### src/rtl/exec_pkg.sv
// Shared opcode encoding and write-back source selection for the execute stage.
// Assumes the opcode sits in an 8-bit field; values above OP_POP are undefined.
package exec_pkg;
    localparam int OPC_W = 8;

    typedef enum logic [OPC_W-1:0] {
        OP_NOP = 8'd0,  OP_EXT = 8'd1,  OP_SYS = 8'd2,  OP_MOV = 8'd3,
        OP_JMP = 8'd4,  OP_JEQ = 8'd5,  OP_JNE = 8'd6,  OP_JGT = 8'd7,
        OP_JGE = 8'd8,  OP_JLT = 8'd9,  OP_JLE = 8'd10, OP_JSR = 8'd11,
        OP_RET = 8'd12, OP_ADD = 8'd13, OP_SUB = 8'd14, OP_MUL = 8'd15,
        OP_MOD = 8'd16, OP_AND = 8'd17, OP_ORR = 8'd18, OP_NOT = 8'd19,
        OP_XOR = 8'd20, OP_LSL = 8'd21, OP_LSR = 8'd22, OP_PSH = 8'd23,
        OP_POP = 8'd24
    } op_e;

    typedef enum logic [1:0] {
        WB_ALU   = 2'd0,
        WB_OPNDB = 2'd1,
        WB_STACK = 2'd2
    } wb_src_e;
endpackage

### src/rtl/exec_alu.sv
// Arithmetic and bitwise unit: wraps add/sub/mul to the word width, guards
// remainder against a zero divisor, and saturates shifts of W or more to zero.
// Purely combinational; the caller qualifies hit with its own valid.
module exec_alu
    import exec_pkg::*;
#(
    parameter int W = 16
) (
    input  op_e          op,
    input  logic [W-1:0] a,
    input  logic [W-1:0] b,
    output logic [W-1:0] result,
    output logic         hit,
    output logic         div_err
);
    localparam int SH_W = $clog2(W);

    logic         shift_wide;
    logic [2*W-1:0] prod;

    // Shift amounts at or above the word width flush the word.
    assign shift_wide = (b >= W[W-1:0]);
    assign prod       = a * b;

    // Select the operation result and flag the opcodes this unit owns.
    always_comb begin
        result  = '0;
        hit     = 1'b1;
        div_err = 1'b0;
        case (op)
            OP_ADD: result = a + b;
            OP_SUB: result = a - b;
            OP_MUL: result = prod[W-1:0];
            OP_MOD: begin
                if (b == '0) begin
                    result  = a;
                    div_err = 1'b1;
                end else begin
                    result = a % b;
                end
            end
            OP_AND: result = a & b;
            OP_ORR: result = a | b;
            OP_NOT: result = ~a;
            OP_XOR: result = a ^ b;
            OP_LSL: result = shift_wide ? '0 : (a << b[SH_W-1:0]);
            OP_LSR: result = shift_wide ? '0 : (a >> b[SH_W-1:0]);
            default: hit = 1'b0;
        endcase
    end
endmodule

### src/rtl/exec_branch.sv
// Branch unit: unconditional and unsigned compare-and-jump, call and return.
// Assumes the caller supplies the address of the following instruction and
// the current top of stack; returns pull their target from that stack word.
module exec_branch
    import exec_pkg::*;
#(
    parameter int W = 16
) (
    input  op_e          op,
    input  logic [W-1:0] a,
    input  logic [W-1:0] b,
    input  logic [W-1:0] c,
    input  logic [W-1:0] stack_top,
    output logic         taken,
    output logic [W-1:0] target,
    output logic         call_push,
    output logic         ret_pop
);
    logic b_eq_c;
    logic b_gt_c;

    // Unsigned relations between operands b and c.
    assign b_eq_c = (b == c);
    assign b_gt_c = (b > c);

    // Decide whether fetch is redirected and where to.
    always_comb begin
        taken     = 1'b0;
        target    = a;
        call_push = 1'b0;
        ret_pop   = 1'b0;
        case (op)
            OP_JMP: taken = 1'b1;
            OP_JEQ: taken = b_eq_c;
            OP_JNE: taken = !b_eq_c;
            OP_JGT: taken = b_gt_c;
            OP_JGE: taken = b_gt_c || b_eq_c;
            OP_JLT: taken = !b_gt_c && !b_eq_c;
            OP_JLE: taken = !b_gt_c;
            OP_JSR: begin
                taken     = 1'b1;
                call_push = 1'b1;
            end
            OP_RET: begin
                taken   = 1'b1;
                ret_pop = 1'b1;
                target  = stack_top;
            end
            default: ;
        endcase
    end
endmodule

### src/rtl/exec_ctrl.sv
// Control decode for the non-arithmetic opcodes: move, data stack access,
// halt and system call. Assumes undefined opcodes must have no effect.
module exec_ctrl
    import exec_pkg::*;
(
    input  op_e     op,
    output logic    wb_req,
    output wb_src_e wb_src,
    output logic    data_push,
    output logic    data_pop,
    output logic    halt_req,
    output logic    sys_req
);
    // Map each control opcode to its side effects.
    always_comb begin
        wb_req    = 1'b0;
        wb_src    = WB_ALU;
        data_push = 1'b0;
        data_pop  = 1'b0;
        halt_req  = 1'b0;
        sys_req   = 1'b0;
        case (op)
            OP_MOV: begin
                wb_req = 1'b1;
                wb_src = WB_OPNDB;
            end
            OP_PSH: data_push = 1'b1;
            OP_POP: begin
                wb_req   = 1'b1;
                wb_src   = WB_STACK;
                data_pop = 1'b1;
            end
            OP_EXT: halt_req = 1'b1;
            OP_SYS: sys_req  = 1'b1;
            default: ;
        endcase
    end
endmodule

### src/rtl/exec_unit.sv
// Execute stage top: combines ALU, branch and control decode and registers
// every effect for one cycle. Assumes at most one instruction per cycle and
// that operands arrive already resolved. Synchronous active-low reset.
module exec_unit
    import exec_pkg::*;
#(
    parameter int W = 16
) (
    input  logic         clk,
    input  logic         rst_n,
    input  logic         in_valid,
    input  logic [7:0]   opcode,
    input  logic [W-1:0] opnd_a,
    input  logic [W-1:0] opnd_b,
    input  logic [W-1:0] opnd_c,
    input  logic [W-1:0] next_addr,
    input  logic [W-1:0] stack_top,
    output logic         out_valid,
    output logic         wb_en,
    output logic [W-1:0] wb_data,
    output logic         jump_taken,
    output logic [W-1:0] jump_addr,
    output logic         push_req,
    output logic [W-1:0] push_data,
    output logic         pop_req,
    output logic         halt,
    output logic [W-1:0] exit_code,
    output logic         sys_req,
    output logic [W-1:0] sys_id,
    output logic         div_err
);
    op_e          op;
    logic [W-1:0] alu_res;
    logic         alu_hit, alu_div_err;
    logic         br_taken, br_call_push, br_ret_pop;
    logic [W-1:0] br_target;
    logic         ct_wb, ct_push, ct_pop, ct_halt, ct_sys;
    wb_src_e      ct_src;
    logic [W-1:0] wb_mux;

    assign op = op_e'(opcode);

    exec_alu #(.W(W)) alu_i (
        .op(op), .a(opnd_a), .b(opnd_b),
        .result(alu_res), .hit(alu_hit), .div_err(alu_div_err)
    );

    exec_branch #(.W(W)) branch_i (
        .op(op), .a(opnd_a), .b(opnd_b), .c(opnd_c), .stack_top(stack_top),
        .taken(br_taken), .target(br_target),
        .call_push(br_call_push), .ret_pop(br_ret_pop)
    );

    exec_ctrl ctrl_i (
        .op(op), .wb_req(ct_wb), .wb_src(ct_src),
        .data_push(ct_push), .data_pop(ct_pop),
        .halt_req(ct_halt), .sys_req(ct_sys)
    );

    // Pick the write-back word from the source control decode names.
    always_comb begin
        case (ct_src)
            WB_OPNDB: wb_mux = opnd_b;
            WB_STACK: wb_mux = stack_top;
            default:  wb_mux = alu_res;
        endcase
    end

    // Register every effect; strobes are qualified by in_valid.
    always_ff @(posedge clk) begin
        if (!rst_n) begin
            out_valid  <= 1'b0;
            wb_en      <= 1'b0;
            wb_data    <= '0;
            jump_taken <= 1'b0;
            jump_addr  <= '0;
            push_req   <= 1'b0;
            push_data  <= '0;
            pop_req    <= 1'b0;
            halt       <= 1'b0;
            exit_code  <= '0;
            sys_req    <= 1'b0;
            sys_id     <= '0;
            div_err    <= 1'b0;
        end else begin
            out_valid  <= in_valid;
            wb_en      <= in_valid && (alu_hit || ct_wb);
            wb_data    <= in_valid ? wb_mux : '0;
            jump_taken <= in_valid && br_taken;
            jump_addr  <= in_valid ? br_target : '0;
            push_req   <= in_valid && (br_call_push || ct_push);
            push_data  <= in_valid ? (br_call_push ? next_addr : opnd_a) : '0;
            pop_req    <= in_valid && (br_ret_pop || ct_pop);
            halt       <= in_valid && ct_halt;
            exit_code  <= in_valid ? opnd_a : '0;
            sys_req    <= in_valid && ct_sys;
            sys_id     <= in_valid ? opnd_a : '0;
            div_err    <= in_valid && alu_div_err;
        end
    end

    // no strobe without a valid result
    p_quiet_when_idle_r2: assert property (@(posedge clk) disable iff (!rst_n)
        !out_valid |-> !(wb_en || jump_taken || push_req || pop_req || halt || sys_req || div_err));

    // a valid result follows an offered instruction by one cycle
    p_one_cycle_latency_r2: assert property (@(posedge clk) disable iff (!rst_n)
        out_valid |-> $past(in_valid));

    // a zero divisor leaves operand a in place
    p_mod_zero_keeps_a_r4: assert property (@(posedge clk) disable iff (!rst_n)
        div_err |-> (wb_en && wb_data == $past(opnd_a)));

    // wide shifts flush the word
    p_wide_shift_zero_r6: assert property (@(posedge clk) disable iff (!rst_n)
        (out_valid && ($past(opcode) == 8'd21 || $past(opcode) == 8'd22)
         && $past(opnd_b) >= W) |-> (wb_data == '0));

    // a redirect never writes operand a
    p_jump_no_write_r8: assert property (@(posedge clk) disable iff (!rst_n)
        jump_taken |-> !wb_en);

    // push and pop are exclusive
    p_push_pop_excl_r10: assert property (@(posedge clk) disable iff (!rst_n)
        !(push_req && pop_req));

    // halt, syscall and write-back are mutually exclusive
    p_single_effect_r11: assert property (@(posedge clk) disable iff (!rst_n)
        $onehot0({halt, sys_req, wb_en}));
endmodule

### config.mk
export PLATFORM = sky130hd
export DESIGN_NAME = exec_unit
export DESIGN_NICKNAME = d
export VERILOG_FILES = /design/src/rtl/exec_pkg.sv /design/src/rtl/exec_alu.sv /design/src/rtl/exec_branch.sv /design/src/rtl/exec_ctrl.sv /design/src/rtl/exec_unit.sv
export SDC_FILE = /design/constraint.sdc
export NUM_CORES = 1
export LEC_CHECK = 0
export BUFFER_PORTS_ARGS = -buffer_cell sky130_fd_sc_hd__buf_2
export CAP_MARGIN = 20
export CORE_MARGIN = 3
export CORE_UTILIZATION = 53
export DETAILED_ROUTE_END_ITERATION = 7
export PLACE_DENSITY = 0.73
export SLEW_MARGIN = 20
export SYNTH_ARGS = -nofsm -noshare
export SYNTH_HDL_FRONTEND = slang
export SYNTH_SLANG_ARGS = --single-unit
### constraint.sdc
create_clock -name clk -period 40.9 [get_ports clk]
set_input_delay 2.045 -clock clk [delete_from_list [all_inputs] [get_ports clk]]
set_output_delay 2.045 -clock clk [all_outputs]
set_load 0.02 [all_outputs]
==> out/summary.txt, run 1 <==
result of the run = finished with violations
violations in the final reports = design-rule violations
total of flip-flops plus latches after synthesis = 72
Data required, critical path = 41.07 ns
number of gates resized after CTS = 0
total clock buffers created by CTS = 9
# diodes = 0
total count of max-transition violations in the final report = 0
Via density = 6.63
arrival time worst endpoint = 33.45 ns
Total Nets Final = 2995
Syn. warnings = 0
violation count after the first detailed-routing iteration = 2411
class of the tightest hold or removal check = primary input to flop
H-tree levels = 3
Leakage = 0.00920 uW
pre-CTS setup slack = 7.95 ns
number of different library cells in the post-synthesis netlist = 96
placed cell areas = 19300 sq um
sinks on the clock net = 72
accumulated negative setup slack = 0 ns
Post CTS Setup Buffer Count = 0
HPWL Detailed = 57300 microns
most frequent cells in the layout = sky130_fd_sc_hd__nand2_1 (292), sky130_fd_sc_hd__ha_1 (256), sky130_fd_sc_hd__nor2_1 (230)
cell repeated most along the worst path = sky130_fd_sc_hd__ha_1
GRT Total Usage = 40.9%
Row Count = 67
clock root buffer = sky130_fd_sc_hd__clkbuf_16
proportion of layout cells with a drive suffix above 1 = 12.6%
maximum cell stage delay along the critical path = 0.83 ns
total number of vias = 20006
slew at the pin closest to its max-slew limit = 1.17 ns
Avg Inst Size Synth = 7.35 sq um
y dimension of the die = 191 microns
startpoint of the most critical hold path = next_addr[7]
non-filler instance count after layout = 3019
maximum number of pins on one net before global-route repair = 59
global-route wire length before repair = 114000 microns
end of the worst hold path = push_data[7]
hold path depth = 3
die outline width = 191 microns
worst slew margin relative to its limit = 20.1%
cell area after synthesis = 18200 sq um
worst vdd rail ir drop = 0.0426 mV
count of flip-flops with a built-in enable after synthesis = 0
buffers and inverters on the worst path = 6
syn nets = 2905
CP top delay family = compound AO/OA/AOI/OAI gates
DRT Wirelength = 76500 microns
Primary FF master, synth = sky130_fd_sc_hd__dfxtp_1
total power per unit cell area = 35.0 nW/um^2
cell with the largest stage delay on the worst path = sky130_fd_sc_hd__a2111oi_0
Floorplan Core Area = 33700 sq um
utilization after layout = 58.2%
Pre-antenna DRT Iters = 8
Remaining DRCs = 4
ANT nets after route = 0
antenna violations before repair = 2
CP startpoint kind = primary input
weighted congestion reported at the end of routability-driven placement = 1.07
post-CTS clock slew at the launch and capture registers of the worst setup and hold paths = 0.06 ns
number of max-cap violations = 0
post-route fraction of the period consumed by the critical path = 81.4%
minimum period implied by the final worst setup slack = 33.28 ns
highest achievable clock rate = 30.1 MHz
nature of the critical path endpoint = flop
cell count after placement = 3003
number of buffers inserted by hold repair at cts = 0
Final Hold Fails = 0
finished layout cell area = 19600 sq um
remaining global-route overflow = 0
CP max FO = 18
I/O pin total = 179
overall die area = 36600 sq um
total setup violations reported at the end of the flow = 0
drt wl/cell = 25.3 microns
clock tree from TritonCTS = done
IO buf count = 178
number of buffers on the longest clock path = 2
Area Overhead vs Synth = 7.86%
setup repair after global routing missed its margin = false
Cells after Synth = 2476
Post-synth ARST share = 0%
worst path setup slack after routing = 7.62 ns
initial cell density of the core = 54.0%
class of the most critical setup path = primary input to flop
post-synthesis sequential area ratio = 7.92%
number of global-route vias before repair = 19178
most common cell after layout, fill and taps aside = sky130_fd_sc_hd__nand2_1
routing by layer:
metal	vias to the layer above	routed length, microns	GRT usage [%]
li1	9005	-	-
met1	9320	29500	52.4
met2	1376	32400	64.1
met3	301	9640	9.32
met4	4	4850	21.2
met5	-	27	0
power by group:
part	total (uW)	internal [uW]	switching [uW]	leakage, uW
sequential	72.7	72.1	0.602	0.000588
clock	75.8	44.8	31.0	0.000143
combinational	539	212	327	0.00847
final cells by class:
cell class | instances | area (sq um)
Clock buffer | 11 | 253
Clock inverter | 5 | 38.8
Fill cell | 3221 | 14100
Inverter | 204 | 766
Multi-Input combinational cell | 2063 | 15400
Sequential cell | 72 | 1440
Tap cell | 448 | 561
Timing Repair Buffer | 216 | 1180
cell usage after synthesis (8+ instances only):
cell                          n  area, sq um
sky130_fd_sc_hd__dfxtp_1     72         1440
sky130_fd_sc_hd__fa_1        82         1640
sky130_fd_sc_hd__a21o_1      54          405
sky130_fd_sc_hd__a221oi_1    24          210
sky130_fd_sc_hd__or3_1       29          181
sky130_fd_sc_hd__nand4_1     15         93.8
sky130_fd_sc_hd__mux2_2      32          360
sky130_fd_sc_hd__buf_1       10         37.5
sky130_fd_sc_hd__nor3_1      57          285
sky130_fd_sc_hd__ha_1       256         3200
sky130_fd_sc_hd__and3_1      18          113
sky130_fd_sc_hd__a21oi_1    183          916
sky130_fd_sc_hd__mux2i_1     37          370
sky130_fd_sc_hd__nand2b_1    21          131
sky130_fd_sc_hd__o21ai_0    123          616
sky130_fd_sc_hd__nor2_1     230          863
sky130_fd_sc_hd__a211oi_1    28          210
sky130_fd_sc_hd__buf_2        9         45.0
sky130_fd_sc_hd__o211ai_1    31          233
sky130_fd_sc_hd__xor2_1      41          359
sky130_fd_sc_hd__or4_1       10         75.1
sky130_fd_sc_hd__a31o_2       9         78.8
sky130_fd_sc_hd__o21a_1      40          300
sky130_fd_sc_hd__a31oi_1     20          125
sky130_fd_sc_hd__a2111oi_0    9         78.8
sky130_fd_sc_hd__buf_4       16          120
sky130_fd_sc_hd__inv_1      199          747
sky130_fd_sc_hd__a22oi_1     13         97.6
sky130_fd_sc_hd__and2_1      13         81.3
sky130_fd_sc_hd__nor2b_1     19          119
sky130_fd_sc_hd__xnor2_1    101          885
sky130_fd_sc_hd__a21boi_0    10         75.1
sky130_fd_sc_hd__o22ai_1     16          100
sky130_fd_sc_hd__clkbuf_1   100          375
sky130_fd_sc_hd__a211o_1      8         70.1
sky130_fd_sc_hd__o31ai_1     18          135
sky130_fd_sc_hd__nand3_1     48          240
sky130_fd_sc_hd__or2_2       19          119
sky130_fd_sc_hd__o21ai_1      8         40.0
sky130_fd_sc_hd__o2111ai_1    8         70.1
sky130_fd_sc_hd__nand2_1    293         1100
cells by family (layout without fill, tap and decap cells):
family | after synthesis | after routing | share of synthesized area [%]
AO/OA/AOI/OAI | 698 | 698 | 25.7
XOR/XNOR | 142 | 142 | 6.83
adder cells (fa/ha/maj) | 338 | 338 | 26.6
buffers and inverters | 341 | 436 | 7.51
flip-flops | 72 | 72 | 7.92
multiplexers | 75 | 75 | 4.72
AND/OR/NAND/NOR | 810 | 810 | 20.7
through the flow:
stage	hold slack [ns]	total power (uW)
final	1.95	688
after global routing	1.94	737
after CTS	1.94	678
after detailed placement	2.29	599
after global placement	2.29	589
after floorplan	2.18	456
tightest hold or removal path, cell delays in order:
cell,delay (ns)
sky130_fd_sc_hd__buf_2,0.09
sky130_fd_sc_hd__nand2_1,0.05
sky130_fd_sc_hd__a21oi_1,0.05
worst max-delay path by stage:
stage / startpoint / to / slack [ns] / depth (start not counted)
final: opnd_b[13] / wb_data[0] / 7.62 / 117
after global routing: opnd_b[13] / wb_data[14] / 5.21 / 115
after CTS: opnd_b[13] / wb_data[0] / 8.24 / 117
after detailed placement: opnd_b[13] / wb_data[0] / 7.95 / 115
after global placement: opnd_b[13] / wb_data[0] / 8.83 / 115
after floorplan: opnd_b[0] / wb_data[0] / 11.75 / 120
state kept, by name, summed over array words and instances, names as in the netlist:
signal / cells
jump_taken: 1
sys_req: 1
out_valid: 1
push_req: 1
wb_data: 16
div_err: 1
halt: 1
jump_addr: 16
wb_en: 1
push_data: 16
sys_id: 16
pop_req: 1
Note: power is estimated with default switching activity, not from simulation.
==> run 2, diff against run 1 <==
==> constraint.sdc (replaced) <==
create_clock -name clk -period 33 [get_ports clk]
set_input_delay 1.65 -clock clk [delete_from_list [all_inputs] [get_ports clk]]
set_output_delay 1.65 -clock clk [all_outputs]
set_load 0.02 [all_outputs]
==> out/summary.txt, run 2 (synthesis results as in run 1) <==
non-filler instance count after layout = 3017 (-0.066%)
H-tree levels = 3 (unchanged)
worst vdd rail ir drop = 0.0588 mV (+38%)
CP max FO = 18 (unchanged)
Remaining DRCs = 0 (-4)
cell with the largest stage delay on the worst path = sky130_fd_sc_hd__or4_4
class of the tightest hold or removal check = primary input to flop
weighted congestion reported at the end of routability-driven placement = 1.06 (-0.95%)
number of max-cap violations = 0 (unchanged)
violation count after the first detailed-routing iteration = 2380 (-1.3%)
die outline width = 191 microns (unchanged)
most common cell after layout, fill and taps aside = sky130_fd_sc_hd__nand2_1
Floorplan Core Area = 33700 sq um (unchanged)
arrival time worst endpoint = 31.33 ns (-2.12 ns)
Row Count = 67 (unchanged)
antenna violations before repair = 1 (-1)
hold path depth = 3 (unchanged)
Leakage = 0.00921 uW (about the same)
total count of max-transition violations in the final report = 0 (unchanged)
Data required, critical path = 33.19 ns (-7.88 ns)
HPWL Detailed = 57100 microns (-0.42%)
Final Hold Fails = 0 (unchanged)
pre-CTS setup slack = 0.714 ns (-7.24 ns)
Via density = 6.60 (-0.46%)
total setup violations reported at the end of the flow = 0 (unchanged)
setup repair after global routing missed its margin = false
IO buf count = 178 (unchanged)
startpoint of the most critical hold path = next_addr[13]
maximum cell stage delay along the critical path = 0.68 ns (-0.15 ns)
I/O pin total = 179 (unchanged)
Post CTS Setup Buffer Count = 0 (unchanged)
result of the run = complete, no violations
overall die area = 36600 sq um (unchanged)
class of the most critical setup path = primary input to flop
proportion of layout cells with a drive suffix above 1 = 12.9% (+0.25 points)
sinks on the clock net = 72 (unchanged)
initial cell density of the core = 54.0% (unchanged)
clock tree from TritonCTS = done
number of buffers inserted by hold repair at cts = 0 (unchanged)
worst slew margin relative to its limit = 25.8% (+5.7 points)
post-CTS clock slew at the launch and capture registers of the worst setup and hold paths = 0.06 ns (about the same)
Total Nets Final = 2992 (-0.10%)
total power per unit cell area = 44.0 nW/um^2 (+26%)
ANT nets after route = 0 (unchanged)
nature of the critical path endpoint = flop
remaining global-route overflow = 0 (unchanged)
Area Overhead vs Synth = 8.23%
cell repeated most along the worst path = sky130_fd_sc_hd__ha_1
end of the worst hold path = push_data[13]
global-route wire length before repair = 113000 microns (-1.0%)
worst path setup slack after routing = 1.86 ns (-5.77 ns)
most frequent cells in the layout = sky130_fd_sc_hd__nand2_1 (292), sky130_fd_sc_hd__ha_1 (256), sky130_fd_sc_hd__nor2_1 (228)
number of buffers on the longest clock path = 2 (unchanged)
accumulated negative setup slack = 0 ns (unchanged)
highest achievable clock rate = 32.1 MHz
minimum period implied by the final worst setup slack = 31.14 ns
total number of vias = 19900 (-0.53%)
maximum number of pins on one net before global-route repair = 59 (unchanged)
cell count after placement = 3000 (-0.10%)
DRT Wirelength = 75800 microns (-0.83%)
sum of internal, switching and leakage power = 866 uW (+26%)
Pre-antenna DRT Iters = 8 (unchanged)
drt wl/cell = 25.1 microns (-0.76%)
slew at the pin closest to its max-slew limit = 1.11 ns (-0.0591 ns)
number of global-route vias before repair = 18863 (-1.6%)
y dimension of the die = 191 microns (unchanged)
post-route fraction of the period consumed by the critical path = 94.4%
total clock buffers created by CTS = 9 (unchanged)
GRT Total Usage = 40.5% (-0.38 points)
clock root buffer = sky130_fd_sc_hd__clkbuf_16
CP startpoint kind = primary input
run 2: how the worst max path moves through the flow:
stage	startpoint	endpoint	slack, ns	depth (start not counted)
floorplan	opnd_b[0]	wb_data[0]	4.24	120
global placement	opnd_b[13]	wb_data[0]	1.75	113
detailed placement	opnd_b[13]	wb_data[0]	0.71	112
CTS	opnd_b[13]	wb_data[0]	0.96	112
global route	opnd_b[12]	wb_data[0]	0.12	113
finish	opnd_b[13]	wb_data[0]	1.86	114
run 2: worst max-delay path: cells and delay by family:
family	cells	cell delay (ns)
adders and majority gates	15	4.86
buffers and inverters	7	1.14
muxes	3	0.92
and+or+nand+nor	32	7.18
AOI/OAI and AO/OA	57	15.53
run 2: final cells by class:
class | instances | area [sq um]
Tap cell | 448 | 561
Clock inverter | 7 | 103
Sequential cell | 72 | 1440
Timing Repair Buffer | 213 | 1150
Inverter | 204 | 766
Multi-Input combinational cell | 2063 | 15400
Fill cell | 3221 | 14000
Antenna cell | 1 | 2.50
Clock buffer | 9 | 225
run 2: layer usage:
| metal | vias to the layer above | routed length, microns | GRT usage, % |
|---|---|---|---|
| met4 | 0 | 5060 | 23.7 |
| met5 | - | 0 | 0 |
| met2 | 1308 | 32000 | 62.4 |
| li1 | 9001 | - | - |
| met1 | 9298 | 29600 | 51.9 |
| met3 | 293 | 9220 | 9.02 |
run 2: timing repair:
item                       CTS  global route
hold endpoints to repair     0             0
setup endpoints to repair    0            16
resized for setup            0            12
run 2: through the flow:
step                util [%]  instance area [sq um]  hold slack (ns)
global placement        57.3                  19300             1.90
floorplan                  -                  18200             1.79
CTS                     58.3                  19600             1.54
global route            58.4                  19700             1.56
detailed placement      57.3                  19300             1.90
finish                  58.4                  19700             1.54
run 2: power by group:
group,switching (uW),internal [uW],total [uW]
sequential,0.805,89.4,90.2
combinational,406,263,668
clock,40.6,66.9,108
